`config.mk`:
```
export PLATFORM = sky130hd
export DESIGN_NAME = aq_dual_action
export DESIGN_NICKNAME = d
export VERILOG_FILES = /design/src/rtl/aq_pkg.sv /design/src/rtl/aq_event_arbiter.sv /design/src/rtl/aq_chan_fsm.sv /design/src/rtl/aq_force_reload.sv /design/src/rtl/aq_dual_action.sv
export SDC_FILE = /design/constraint.sdc
export NUM_CORES = 1
export LEC_CHECK = 0
export BUFFER_PORTS_ARGS = -buffer_cell sky130_fd_sc_hd__buf_4
export CAP_MARGIN = 20
export CORE_ASPECT_RATIO = 1.25
export CORE_MARGIN = 2
export CORE_UTILIZATION = 40
export CTS_BUF_LIST = sky130_fd_sc_hd__clkbuf_4 sky130_fd_sc_hd__clkbuf_8
export DETAILED_ROUTE_END_ITERATION = 8
export PLACE_DENSITY_LB_ADDON = 0.12
export SKIP_LAST_GASP = 1
export SLEW_MARGIN = 20
export SYNTH_ARGS = -nofsm -noshare
export SYNTH_HDL_FRONTEND = slang
export SYNTH_SLANG_ARGS = --single-unit
```
`constraint.sdc`:
```
create_clock -name clk -period 2.62 [get_ports clk]
set_input_delay 0 -clock clk [delete_from_list [all_inputs] [get_ports clk]]
set_output_delay 0 -clock clk [all_outputs]
set_load 0.01 [all_outputs]
```
`src/rtl/aq_pkg.sv`:
```
package aq_pkg;

    localparam int AQ_DATA_W = 16;
    localparam int AQ_CH_N   = 2;
    localparam int AQ_FLD_W  = 2;

    // Action register field positions
    localparam int AQ_ZRO_LSB = 0;
    localparam int AQ_PRD_LSB = 2;
    localparam int AQ_CA_LSB  = 4;
    localparam int AQ_CB_LSB  = 8;

    // Mode register: reload policy field
    localparam int AQ_MODE_LSB = 6;

    typedef enum logic [1:0] {
        ACT_NONE   = 2'b00,
        ACT_LOW    = 2'b01,
        ACT_HIGH   = 2'b10,
        ACT_TOGGLE = 2'b11
    } aq_act_e;

    typedef enum logic [1:0] {
        RLD_ZERO  = 2'b00,
        RLD_PRD   = 2'b01,
        RLD_EITHER = 2'b10,
        RLD_EVERY = 2'b11
    } aq_rld_e;

    localparam logic [1:0] FRC_LOW  = 2'b01;
    localparam logic [1:0] FRC_HIGH = 2'b10;
    localparam logic [1:0] FRC_OFF  = 2'b11;

    typedef enum logic {
        LVL_LOW  = 1'b0,
        LVL_HIGH = 1'b1
    } aq_lvl_e;

    typedef struct packed {
        logic cmpb;
        logic cmpa;
        logic prd;
        logic zro;
    } aq_evt_t;

endpackage

```
`src/rtl/aq_event_arbiter.sv`:
```
module aq_event_arbiter
    import aq_pkg::*;
#(
    parameter int DATA_W = AQ_DATA_W
) (
    input  aq_evt_t           evt,
    input  logic [DATA_W-1:0] act_reg,
    output aq_act_e           act
);

    always_comb begin
        if (evt.cmpb) begin
            act = aq_act_e'(act_reg[AQ_CB_LSB +: AQ_FLD_W]);
        end else if (evt.cmpa) begin
            act = aq_act_e'(act_reg[AQ_CA_LSB +: AQ_FLD_W]);
        end else if (evt.prd) begin
            act = aq_act_e'(act_reg[AQ_PRD_LSB +: AQ_FLD_W]);
        end else if (evt.zro) begin
            act = aq_act_e'(act_reg[AQ_ZRO_LSB +: AQ_FLD_W]);
        end else begin
            act = ACT_NONE;
        end
    end

endmodule

```
`src/rtl/aq_chan_fsm.sv`:
```
module aq_chan_fsm
    import aq_pkg::*;
(
    input  logic       clk,
    input  logic       rst_n,
    input  aq_act_e    act,
    input  logic [1:0] frc,
    output logic       pwm
);

    aq_lvl_e state_q;
    aq_lvl_e state_d;

    // Next-state selection: a forced level wins over the event action
    always_comb begin
        state_d = state_q;
        if (frc == FRC_LOW) begin
            state_d = LVL_LOW;
        end else if (frc == FRC_HIGH) begin
            state_d = LVL_HIGH;
        end else begin
            unique case (state_q)
                LVL_LOW: begin
                    if (act == ACT_HIGH || act == ACT_TOGGLE) begin
                        state_d = LVL_HIGH;            // RISE
                    end
                end
                LVL_HIGH: begin
                    if (act == ACT_LOW || act == ACT_TOGGLE) begin
                        state_d = LVL_LOW;             // FALL
                    end
                end
            endcase
        end
    end

    // State register
    always_ff @(posedge clk) begin
        if (!rst_n) begin
            state_q <= LVL_LOW;
        end else begin
            state_q <= state_d;
        end
    end

    // Output decode
    always_comb begin
        pwm = (state_q == LVL_HIGH);
    end

endmodule

```
`src/rtl/aq_force_reload.sv`:
```
module aq_force_reload
    import aq_pkg::*;
#(
    parameter int DATA_W = AQ_DATA_W,
    parameter int CH_N   = AQ_CH_N
) (
    input  logic                   clk,
    input  logic                   rst_n,
    input  aq_evt_t                evt,
    input  logic                   wr_mode,
    input  logic                   wr_frc,
    input  logic [DATA_W-1:0]      wdata,
    output aq_rld_e                mode,
    output logic [2*CH_N-1:0]      frc_active
);

    localparam int FRC_W = 2 * CH_N;

    logic [FRC_W-1:0] frc_shadow;
    logic             load;

    always_comb begin
        unique case (mode)
            RLD_ZERO:   load = evt.zro;
            RLD_PRD:    load = evt.prd;
            RLD_EITHER: load = evt.zro | evt.prd;
            RLD_EVERY:  load = 1'b1;
        endcase
    end

    always_ff @(posedge clk) begin
        if (!rst_n) begin
            mode       <= RLD_ZERO;
            frc_shadow <= {CH_N{FRC_OFF}};
            frc_active <= {CH_N{FRC_OFF}};
        end else begin
            if (wr_mode) begin
                mode <= aq_rld_e'(wdata[AQ_MODE_LSB +: AQ_FLD_W]);
            end
            if (wr_frc) begin
                frc_shadow <= wdata[FRC_W-1:0];
            end
            if (load) begin
                frc_active <= frc_shadow;
            end
        end
    end

endmodule

```
`src/rtl/aq_dual_action.sv`:
```
module aq_dual_action
    import aq_pkg::*;
#(
    parameter int DATA_W = AQ_DATA_W
) (
    input  logic              clk,
    input  logic              rst_n,
    input  logic              ev_zero,
    input  logic              ev_period,
    input  logic              ev_cmpa_up,
    input  logic              ev_cmpb_up,
    input  logic              cfg_we,
    input  logic [1:0]        cfg_sel,
    input  logic [DATA_W-1:0] cfg_wdata,
    output logic              pwm_a,
    output logic              pwm_b
);

    localparam int CH_N  = AQ_CH_N;
    localparam int FRC_W = 2 * CH_N;

    aq_evt_t            evt;
    logic [DATA_W-1:0]  act_q [CH_N];
    aq_rld_e            reload_mode;
    logic [FRC_W-1:0]   frc_active;
    logic [CH_N-1:0]    pwm_v;

    always_comb begin
        evt.cmpb = ev_cmpb_up;
        evt.cmpa = ev_cmpa_up;
        evt.prd  = ev_period;
        evt.zro  = ev_zero;
    end

    aq_force_reload #(
        .DATA_W (DATA_W),
        .CH_N   (CH_N)
    ) frc_i (
        .clk        (clk),
        .rst_n      (rst_n),
        .evt        (evt),
        .wr_mode    (cfg_we && cfg_sel == 2'd2),
        .wr_frc     (cfg_we && cfg_sel == 2'd3),
        .wdata      (cfg_wdata),
        .mode       (reload_mode),
        .frc_active (frc_active)
    );

    for (genvar c = 0; c < CH_N; c++) begin : g_chan
        aq_act_e act_sel;

        always_ff @(posedge clk) begin
            if (!rst_n) begin
                act_q[c] <= '0;
            end else if (cfg_we && cfg_sel == 2'(c)) begin
                act_q[c] <= cfg_wdata;
            end
        end

        aq_event_arbiter #(
            .DATA_W (DATA_W)
        ) arb_i (
            .evt     (evt),
            .act_reg (act_q[c]),
            .act     (act_sel)
        );

        aq_chan_fsm fsm_i (
            .clk   (clk),
            .rst_n (rst_n),
            .act   (act_sel),
            .frc   (frc_active[2*c +: 2]),
            .pwm   (pwm_v[c])
        );
    end

    assign pwm_a = pwm_v[0];
    assign pwm_b = pwm_v[1];

endmodule

```
==> impl_metrics.tcl, run 1 <==
set metrics [dict create \
    status "complete, no violations" \
    setup_viol 0 \
    overflow 0 \
    final.min_clock_period_ns 1.40 \
    drc 0 \
    cts-root-buf "clkbuf_4" \
    worstSkewPairLatency_ns 0.33 \
    synth.avg_cell_area_um2 11.2 \
    critPathLaunch "rst_n" \
    finalClockSkew_ns 0.00924 \
    yosys-top-cells-area "edfxtp_1, dfxtp_1, and2_1" \
    leakage_nw 0.691 \
    numCtsBuffers 3 \
    ant_nets 0 \
    dp_slack_ns 1.34 \
    yosysSeqAreaShare_pct 56.3 \
    r2r-start "g_chan[1].fsm_i.pwm" \
    worst_setup_path_end_kind "flip-flop" \
    syn_nets 139 \
    clk_path_buf_depth 2 \
    nNetsFinal 178 \
    synth_compound_area_share_pct 10.4 \
    hpwl_um 1950 \
    hold_viol 0 \
    maxCapViolCount 0 \
    hold_path_class "input port to flip-flop" \
    num_rows 22 \
    synth_adder_area_share_pct 0 \
    ys_warn_count 0 \
    critPathRequiredTime_ns 2.82 \
    synth_mux_area_share_pct 6.26 \
    die_y_um 67.2 \
    numPortBuffers 20 \
    synth.distinct_cells 30 \
    cp-endpoint "act_q[0][1]" \
    synth_top_cell_by_area "edfxtp_1" \
    fin_crit_sh_pct 53.6 \
    cts_tree "yes" \
    die_x_um 54.6 \
    syn_inst 114 \
    netlist_area_um2 1280 \
    synthXorXnorAreaFrac_pct 0 \
    avgRoutedWirePerCell_um 14.0 \
    vias 977 \
    numClockSinks 28 \
    routed_wl_um 2640 \
    setup_tns_ns 0 \
    drive_gt1_share_pct 18.4 \
    cts-resized-gates 0 \
    area_growth_pct 30.5 \
    pin_count 27 \
    finalMaxSlewViolations 0 \
    grt_max_degree 17 \
    antenna_found_initial 0 \
    synth-simple-area-share_pct 25.0 \
    cp_max_fo 11 \
    first_pass_iters 4 \
    rsz0062_at_grt "false" \
    final.fill_count 282 \
    dpl-instance-area_um2 1470 \
    max_slew.worst_pin.slew_ns 0.644 \
    die-area_um2 3670 \
    gp_congestion 0.746 \
    r2r-end "g_chan[1].fsm_i.pwm" \
    ir_drop_uv 374 \
    synth_top_area_share_pct 37.5 \
    first_iter_violations 10 \
    track_usage_pct 16.7 \
    power.density_nw_per_um2 549 \
    htreeDepth 1 \
    critPathArrivalTime_ns 1.60 \
    grt_pass1_vias 1006 \
    synth_seq_cells 28 \
    r2r_cells 3 \
    vias_per_cell 5.20 \
    fmax_ghz 0.713 \
    crit_type "input port to flip-flop" \
    diodes 0 \
    startpoint_type "input port" \
    grt_pass1_wl_um 4350 \
    post-route-cell-area_um2 1670 \
    fin_ws_ns 1.22 \
    initial_core_util_pct 42.7 \
    relSlewSlack_pct 56.7 \
    reg2reg_slack_ns 1.33 \
    clk_pin_slew_ns 0.14 \
    core_um2 3000 \
    synth_top_family_by_area "simple AND/OR/NAND/NOR gates" \
]
[synthesized netlist by cell type, drive strengths merged]
cell type / instances
buf: 1
o21ai: 2
o41ai: 1
nand4: 2
clkbuf: 1
o31ai: 1
edfxtp: 16
nand2: 14
or3b: 1
nor2: 4
and2: 16
nand3b: 6
a31oi: 1
and4: 1
inv: 3
nand3: 2
and2b: 1
a211oi: 1
or4bb: 1
nor2b: 5
a2111o: 1
mux2i: 8
dfxtp: 12
nand2b: 2
a2111oi: 1
o221a: 1
nor3: 1
a21oi: 6
o211ai: 2
[report_power, final]
group	internal [mW]	total [mW]	switching, mW	leakage, nW
logic	0.0691	0.127	0.0579	0.408
clock network	0.155	0.281	0.126	0.0279
registers	0.493	0.509	0.0159	0.256
total	0.717	0.917	0.200	0.691
[state kept, by name (all words and copies together), names as in the netlist]
| name | count |
|---|---|
| act_q | 16 |
| frc_i.frc_active | 4 |
| frc_i.frc_shadow | 4 |
| frc_i.mode | 2 |
| g_chan.fsm_i.pwm | 2 |
[worst min path at each step]
| stage | startpoint | end | slack [ns] | cells after the start |
|---|---|---|---|---|
| 6_report | cfg_we | frc_i.mode[0] | 0.17 | 4 |
| 5_1_grt | cfg_we | frc_i.mode[1] | 0.17 | 4 |
| 4_1_cts | cfg_we | frc_i.mode[0] | 0.15 | 4 |
| 3_5_place_dp | cfg_wdata[1] | frc_i.frc_shadow[1] | 0.23 | 3 |
| 3_3_place_gp | cfg_wdata[2] | frc_i.frc_shadow[2] | 0.23 | 3 |
| 2_1_floorplan | cfg_wdata[0] | frc_i.frc_shadow[0] | 0.13 | 2 |
[critical path, cell delays in order]
cell	delay, ns
dlygate4sd3_1	0.53
buf_4	0.17
inv_1	0.13
nor3_1	0.56
and2_1	0.21
[final cells by class]
| cell class | instances | area [um2] | area share [%] |
|---|---|---|---|
| Clock buffer | 3 | 22.5 | 1.35 |
| Sequential cell | 28 | 721 | 43.1 |
| Inverter | 3 | 11.3 | 0.674 |
| Clock inverter | 1 | 30.0 | 1.80 |
| Multi-Input combinational cell | 81 | 533 | 31.9 |
| Timing Repair Buffer | 36 | 308 | 18.4 |
| Tap cell | 36 | 45.0 | 2.70 |
[cells in the final DEF, fill, tap and decap left out]
cell / count
o221a_1: 1
and2b_1: 1
buf_4: 21
o211ai_1: 2
nor3_1: 1
nand4_1: 2
nand3b_1: 6
nand3_1: 2
o41ai_1: 1
inv_1: 3
a21oi_2: 1
o31ai_1: 1
or4bb_1: 1
bufinv_16: 1
a2111oi_2: 1
a211oi_1: 1
o21ai_0: 2
clkbuf_4: 3
and2_1: 16
nor2_1: 4
dlygate4sd3_1: 15
a21oi_1: 5
mux2i_1: 8
a2111o_1: 1
or3b_1: 1
edfxtp_1: 16
dfxtp_1: 12
nand2_1: 14
nand2b_1: 2
a31oi_2: 1
nor2b_1: 5
and4_1: 1
[metrics by stage]
| step | hold slack, ns | power [mW] | cells | util [%] |
|---|---|---|---|---|
| 6_report | 0.167 | 0.917 | 188 | 55.7 |
| 3_3_place_gp | 0.229 | 0.627 | 169 | 48.9 |
| 5_1_grt | 0.165 | 0.959 | 188 | 55.7 |
| 3_5_place_dp | 0.234 | 0.632 | 169 | 48.9 |
| 4_1_cts | 0.153 | 0.926 | 188 | 55.7 |
| 2_1_floorplan | 0.125 | 0.579 | 114 | - |
[kinds of logic (layout without fill, tap and decap cells)]
family / after synthesis / after routing
simple gates: 56 / 56
flops: 28 / 28
compound gates: 17 / 17
mux: 8 / 8
buf+inv: 5 / 43
[what timing repair did]
action,4_1_cts,5_1_grt
buffers inserted,0,0
hold buffers,15,0
hold endpoints to repair,26,0
setup endpoints to repair,0,0
[layer usage]
metal	global-route usage [%]	vias to the layer above	routed length, um
met5	0	-	0
met4	7.19	0	46
met3	2.88	4	71
met2	27.8	17	1330
met1	20.6	464	1190
li1	-	492	-
Power figures use the tool's default switching activity.
==> inputs of run 2 (changes only) <==
==> constraint.sdc (replaced) <==
create_clock -name clk -period 1.2 [get_ports clk]
set_input_delay 0 -clock clk [delete_from_list [all_inputs] [get_ports clk]]
set_output_delay 0 -clock clk [all_outputs]
set_load 0.01 [all_outputs]
==> impl_metrics.tcl, run 2 (synthesized netlist as in run 1, its figures left out) <==
set metrics [dict create \
    status "complete, but fails checks" \
    failed_checks "setup timing" \
    layout_common_cells "buf_4, and2_1, edfxtp_1, nand2_1, dlygate4sd3_1" \
    overflow 0 \
    hold_start "rst_n" \
    final.min_clock_period_ns 1.23 \
    r2r-end "g_chan[0].fsm_i.pwm" \
    post-route-cell-area_um2 1720 \
    largestRegisters "act_q (16), frc_i.frc_active (4), frc_i.frc_shadow (4)" \
    num_rows 22 \
    cp_max_fo 2 \
    clk_pin_slew_ns 0.15 \
    hpwl_um 1970 \
    crit_type "flip-flop to flip-flop" \
    ant_nets 0 \
    gp_congestion 0.742 \
    avgRoutedWirePerCell_um 13.8 \
    fmax_ghz 0.815 \
    startpoint_type "flip-flop" \
    fin_crit_sh_pct 102 \
    finish.utilization_pct 57.2 \
    setup_viol 2 \
    seqCellArea_um2 728 \
    power.total_mw 2.05 \
    final_common_cell "buf_4" \
    vias 976 \
    grt_pass1_wl_um 4530 \
    finalClockSkew_ns 0.00987 \
    crit_chain "or3b_4, a31oi_4, o31ai_2, a21oi_1" \
    initial_core_util_pct 42.7 \
    r2r-start "act_q[0][4]" \
    rsz0062_at_grt "true" \
    reg2reg_slack_ns -0.03 \
    numCtsBuffers 3 \
    cts_tree "yes" \
    drive_gt1_share_pct 28.1 \
    die_x_um 54.6 \
    first_pass_iters 4 \
    first_iter_violations 17 \
    hold_path_class "input port to flip-flop" \
    grt_max_degree 17 \
    routed_wl_um 2610 \
    ir_drop_uv 600 \
    drc 0 \
    area_growth_pct 34.0 \
    nNetsFinal 179 \
    multi_input_area_um2 573 \
    largest_register_ffs 16 \
    r2r_cells 4 \
    leakage_nw 0.714 \
    fin_ws_ns -0.0273 \
    die_y_um 67.2 \
    hold_depth 4 \
    grt_pass1_vias 1056 \
    die-area_um2 3670 \
    clk_path_buf_depth 2 \
    hold_viol 0 \
    worst_setup_path_end_kind "flip-flop" \
    critPathSlowestCell "or3b_4" \
    critPathArrivalTime_ns 1.50 \
    core_um2 3000 \
    max_slew.worst_pin.slew_ns 0.745 \
    relSlewSlack_pct 49.9 \
    critPathRequiredTime_ns 1.47 \
    final.fill_count 268 \
    whs_endpoint "frc_i.mode[0]" \
    cts-root-buf "clkbuf_4" \
    numPortBuffers 20 \
    critical_path.max_stage_delay_ns 0.39 \
    antenna_found_initial 0 \
    worstSkewPairLatency_ns 0.33 \
    power.density_nw_per_um2 1190 \
    diodes 0 \
    pin_count 27 \
    largest-register "act_q" \
    maxCapViolCount 0 \
    finalMaxSlewViolations 0 \
    vias_per_cell 5.16 \
    dpl-instance-area_um2 1500 \
    htreeDepth 1 \
    numClockSinks 28 \
    track_usage_pct 17.3 \
]
-- run 2: how the worst max path moves through the flow --
stage,depth (start not counted),from,slack [ns],endpoint
after floorplan,4,g_chan[0].fsm_i.pwm,0.02,g_chan[0].fsm_i.pwm
after global placement,4,act_q[0][4],0.002,g_chan[0].fsm_i.pwm
after detailed placement,4,cfg_sel[1],-0.02,act_q[0][5]
after CTS,4,act_q[0][1],-0.02,g_chan[0].fsm_i.pwm
after global routing,4,act_q[0][4],-0.08,g_chan[0].fsm_i.pwm
final,4,act_q[0][4],-0.03,g_chan[0].fsm_i.pwm
-- run 2: critical path: cells and delay by family (launching register included) --
family	cells	cell delay, ns
simple gates	1	0.39
compound gates	3	0.40
flops	1	0.38
-- run 2: layout make-up --
cell class / instances / share of cell area, %
Tap cell: 36 / 2.63
Clock inverter: 1 / 1.75
Sequential cell: 28 / 42.5
Inverter: 3 / 0.656
Multi-Input combinational cell: 81 / 33.4
Clock buffer: 3 / 1.31
Timing Repair Buffer: 37 / 17.8
-- run 2: routing by layer --
layer	track usage [%]	vias to the layer above	routed length (um)
li1	-	490	-
met1	20.9	470	1210
met2	30.8	14	1320
met3	1.99	2	63
met4	5.63	0	17
met5	0	-	0
-- run 2: report_power, final --
group,switching [mW],internal [mW]
logic,0.155,0.176
clock network,0.272,0.338
registers,0.0255,1.08
total,0.453,1.59
-- run 2: timing repair --
action,4_1_cts,5_1_grt
setup endpoints to repair,2,8
pin swaps,6,6
setup buffers,0,1
hold endpoints to repair,24,0
resized for setup,3,9
hold buffers,15,0
-- run 2: metrics by stage --
stage / hold slack (ns) / TNS (ns) / setup slack (ns) / instances
final: 0.0625 / -0.0442 / -0.0273 / 189
after global routing: 0.0555 / -0.163 / -0.0803 / 189
after CTS: 0.0468 / -0.0249 / -0.0154 / 192
after detailed placement: 0.242 / -0.120 / -0.0218 / 173
after global placement: 0.235 / 0 / 0.00186 / 173
after floorplan: 0.125 / 0 / 0.0195 / 114
==> inputs of run 3 (changes only) <==
--- a/config.mk
+++ b/config.mk
@@ -12,7 +12,7 @@
 export CORE_UTILIZATION = 40
 export CTS_BUF_LIST = sky130_fd_sc_hd__clkbuf_4 sky130_fd_sc_hd__clkbuf_8
 export DETAILED_ROUTE_END_ITERATION = 8
-export PLACE_DENSITY_LB_ADDON = 0.12
+export PLACE_DENSITY = 0.62
 export SKIP_LAST_GASP = 1
 export SLEW_MARGIN = 20
 export SYNTH_ARGS = -nofsm -noshare
==> impl_metrics.tcl, run 3 (synthesized netlist as in run 1, its figures left out) <==
set metrics [dict create \
    status "complete, but fails checks" \
    failed_checks "setup timing" \
    track_usage_pct 16.4 \
    clk_pin_slew_ns 0.14 \
    ir_drop_uv 918 \
    startpoint_type "flip-flop" \
    rsz0062_at_grt "true" \
    crit_chain "or4bb_1, nand3_1, o221a_1" \
    finalClockSkew_ns 0.00306 \
    setup_viol 2 \
    numCtsBuffers 3 \
    layout_common_cells "buf_4, and2_1, edfxtp_1, nand2_1, dlygate4sd3_1" \
    setup_tns_ns -0.0916 \
    power.density_nw_per_um2 1110 \
    max_slew.worst_pin.slew_ns 0.679 \
    hold_viol 0 \
    pin_count 27 \
    overflow 0 \
    grt_max_degree 16 \
    leakage_nw 0.714 \
    critPathLaunch "act_q[1][4]" \
    largestRegisters "act_q (16), frc_i.frc_active (4), frc_i.frc_shadow (4)" \
    antenna_found_initial 0 \
    largest-register "act_q" \
    htreeDepth 1 \
    routed_wl_um 2630 \
    numPortBuffers 20 \
    first_iter_violations 19 \
    fmax_ghz 0.800 \
    vias_per_cell 5.16 \
    critPathSlowestCell "or4bb_1" \
    r2r-start "act_q[1][4]" \
    critPathRequiredTime_ns 1.47 \
    cp_max_fo 2 \
    drive_gt1_share_pct 24.5 \
    num_rows 22 \
    worst_hold_slack_ns 0.0845 \
    initial_core_util_pct 42.7 \
    fin_crit_sh_pct 104 \
    hold_path_class "input port to flip-flop" \
    diodes 0 \
    cts-root-buf "clkbuf_4" \
    die_y_um 67.2 \
    worst_setup_path_end_kind "flip-flop" \
    drc 0 \
    relSlewSlack_pct 54.4 \
    critical_path.max_stage_delay_ns 0.51 \
    gp_congestion 0.779 \
    maxCapViolCount 0 \
    die-area_um2 3670 \
    avgRoutedWirePerCell_um 13.8 \
    critPathBufInv 0 \
    critPathArrivalTime_ns 1.52 \
    core_um2 3000 \
    vias 985 \
    fin_ws_ns -0.0506 \
    die_x_um 54.6 \
    final.min_clock_period_ns 1.25 \
    hpwl_um 1930 \
    dp_slack_ns -0.0301 \
    cp_top_family "simple AND/OR/NAND/NOR gates" \
    area_growth_pct 32.5 \
    largest_register_ffs 16 \
    hold_start "rst_n" \
    nNetsFinal 181 \
    finalMaxSlewViolations 0 \
    final_common_cell "buf_4" \
    clk_path_buf_depth 2 \
    cts_tree "yes" \
    grt_pass1_wl_um 4300 \
    grt_pass1_vias 964 \
    first_pass_iters 4 \
    worstSkewPairLatency_ns 0.32 \
    numClockSinks 28 \
    crit_type "flip-flop to flip-flop" \
    ant_nets 0 \
]
-- run 3: cell count changes in the layout (fill, tap and decap cells not counted), sizes merged --
cell,delta
buf,+1
bufinv,-1
clkbuf,+1
dlygate4sd3,+1
-- run 3: worst paths after layout --
check | end | cells past startpoint | slack, ns
max | g_chan[1].fsm_i.pwm | 3 | -0.05
min | frc_i.mode[0] | 4 | 0.08
max reg2reg | g_chan[1].fsm_i.pwm | 3 | -0.05
min reg2reg | frc_i.frc_shadow[1] | 2 | 0.48
-- run 3: cell type report --
type	count	area, um2
Timing Repair Buffer	39	323
Sequential cell	28	723
Multi-Input combinational cell	81	557
Tap cell	36	45.0
Inverter	3	11.3
Clock buffer	4	36.3
Fill cell	269	1310
-- run 3: routing by layer --
layer	vias up	global-route usage, %	routed length [um]
met2	17	26.2	1310
met1	470	21.7	1210
met5	-	0	0
met4	0	6.88	58
met3	6	2.65	55
li1	492	-	-
-- run 3: timing repair --
item | CTS | global route
setup endpoints to repair | 2 | 5
buffers inserted | 0 | 1
hold buffers | 12 | 1
resized for setup | 0 | 4
endpoints found under the hold margin | 23 | 1
pin swaps | 2 | 0
-- run 3: metrics by stage --
| stage | std cells | instance area, um2 | power [mW] | utilization (%) |
|---|---|---|---|---|
| after global placement | 174 | 1510 | 1.39 | 50.2 |
| after floorplan | 114 | 1280 | 1.26 | - |
| final | 191 | 1700 | 1.88 | 56.5 |
| after global routing | 191 | 1700 | 1.98 | 56.5 |
| after CTS | 190 | 1660 | 1.87 | 55.4 |
| after detailed placement | 174 | 1510 | 1.40 | 50.2 |
-- run 3: worst register-to-register path: stages (launching register included) --
cell      delay (ns)
edfxtp_1        0.40
or4bb_1         0.51
nand3_1         0.11
o221a_1         0.18
-- run 3: power breakdown --
| part | total [mW] | internal, mW | switching (mW) |
|---|---|---|---|
| Clock | 0.451 | 0.185 | 0.265 |
| Combinational | 0.318 | 0.171 | 0.147 |
| Sequential | 1.11 | 1.08 | 0.0279 |
| Total | 1.88 | 1.44 | 0.440 |
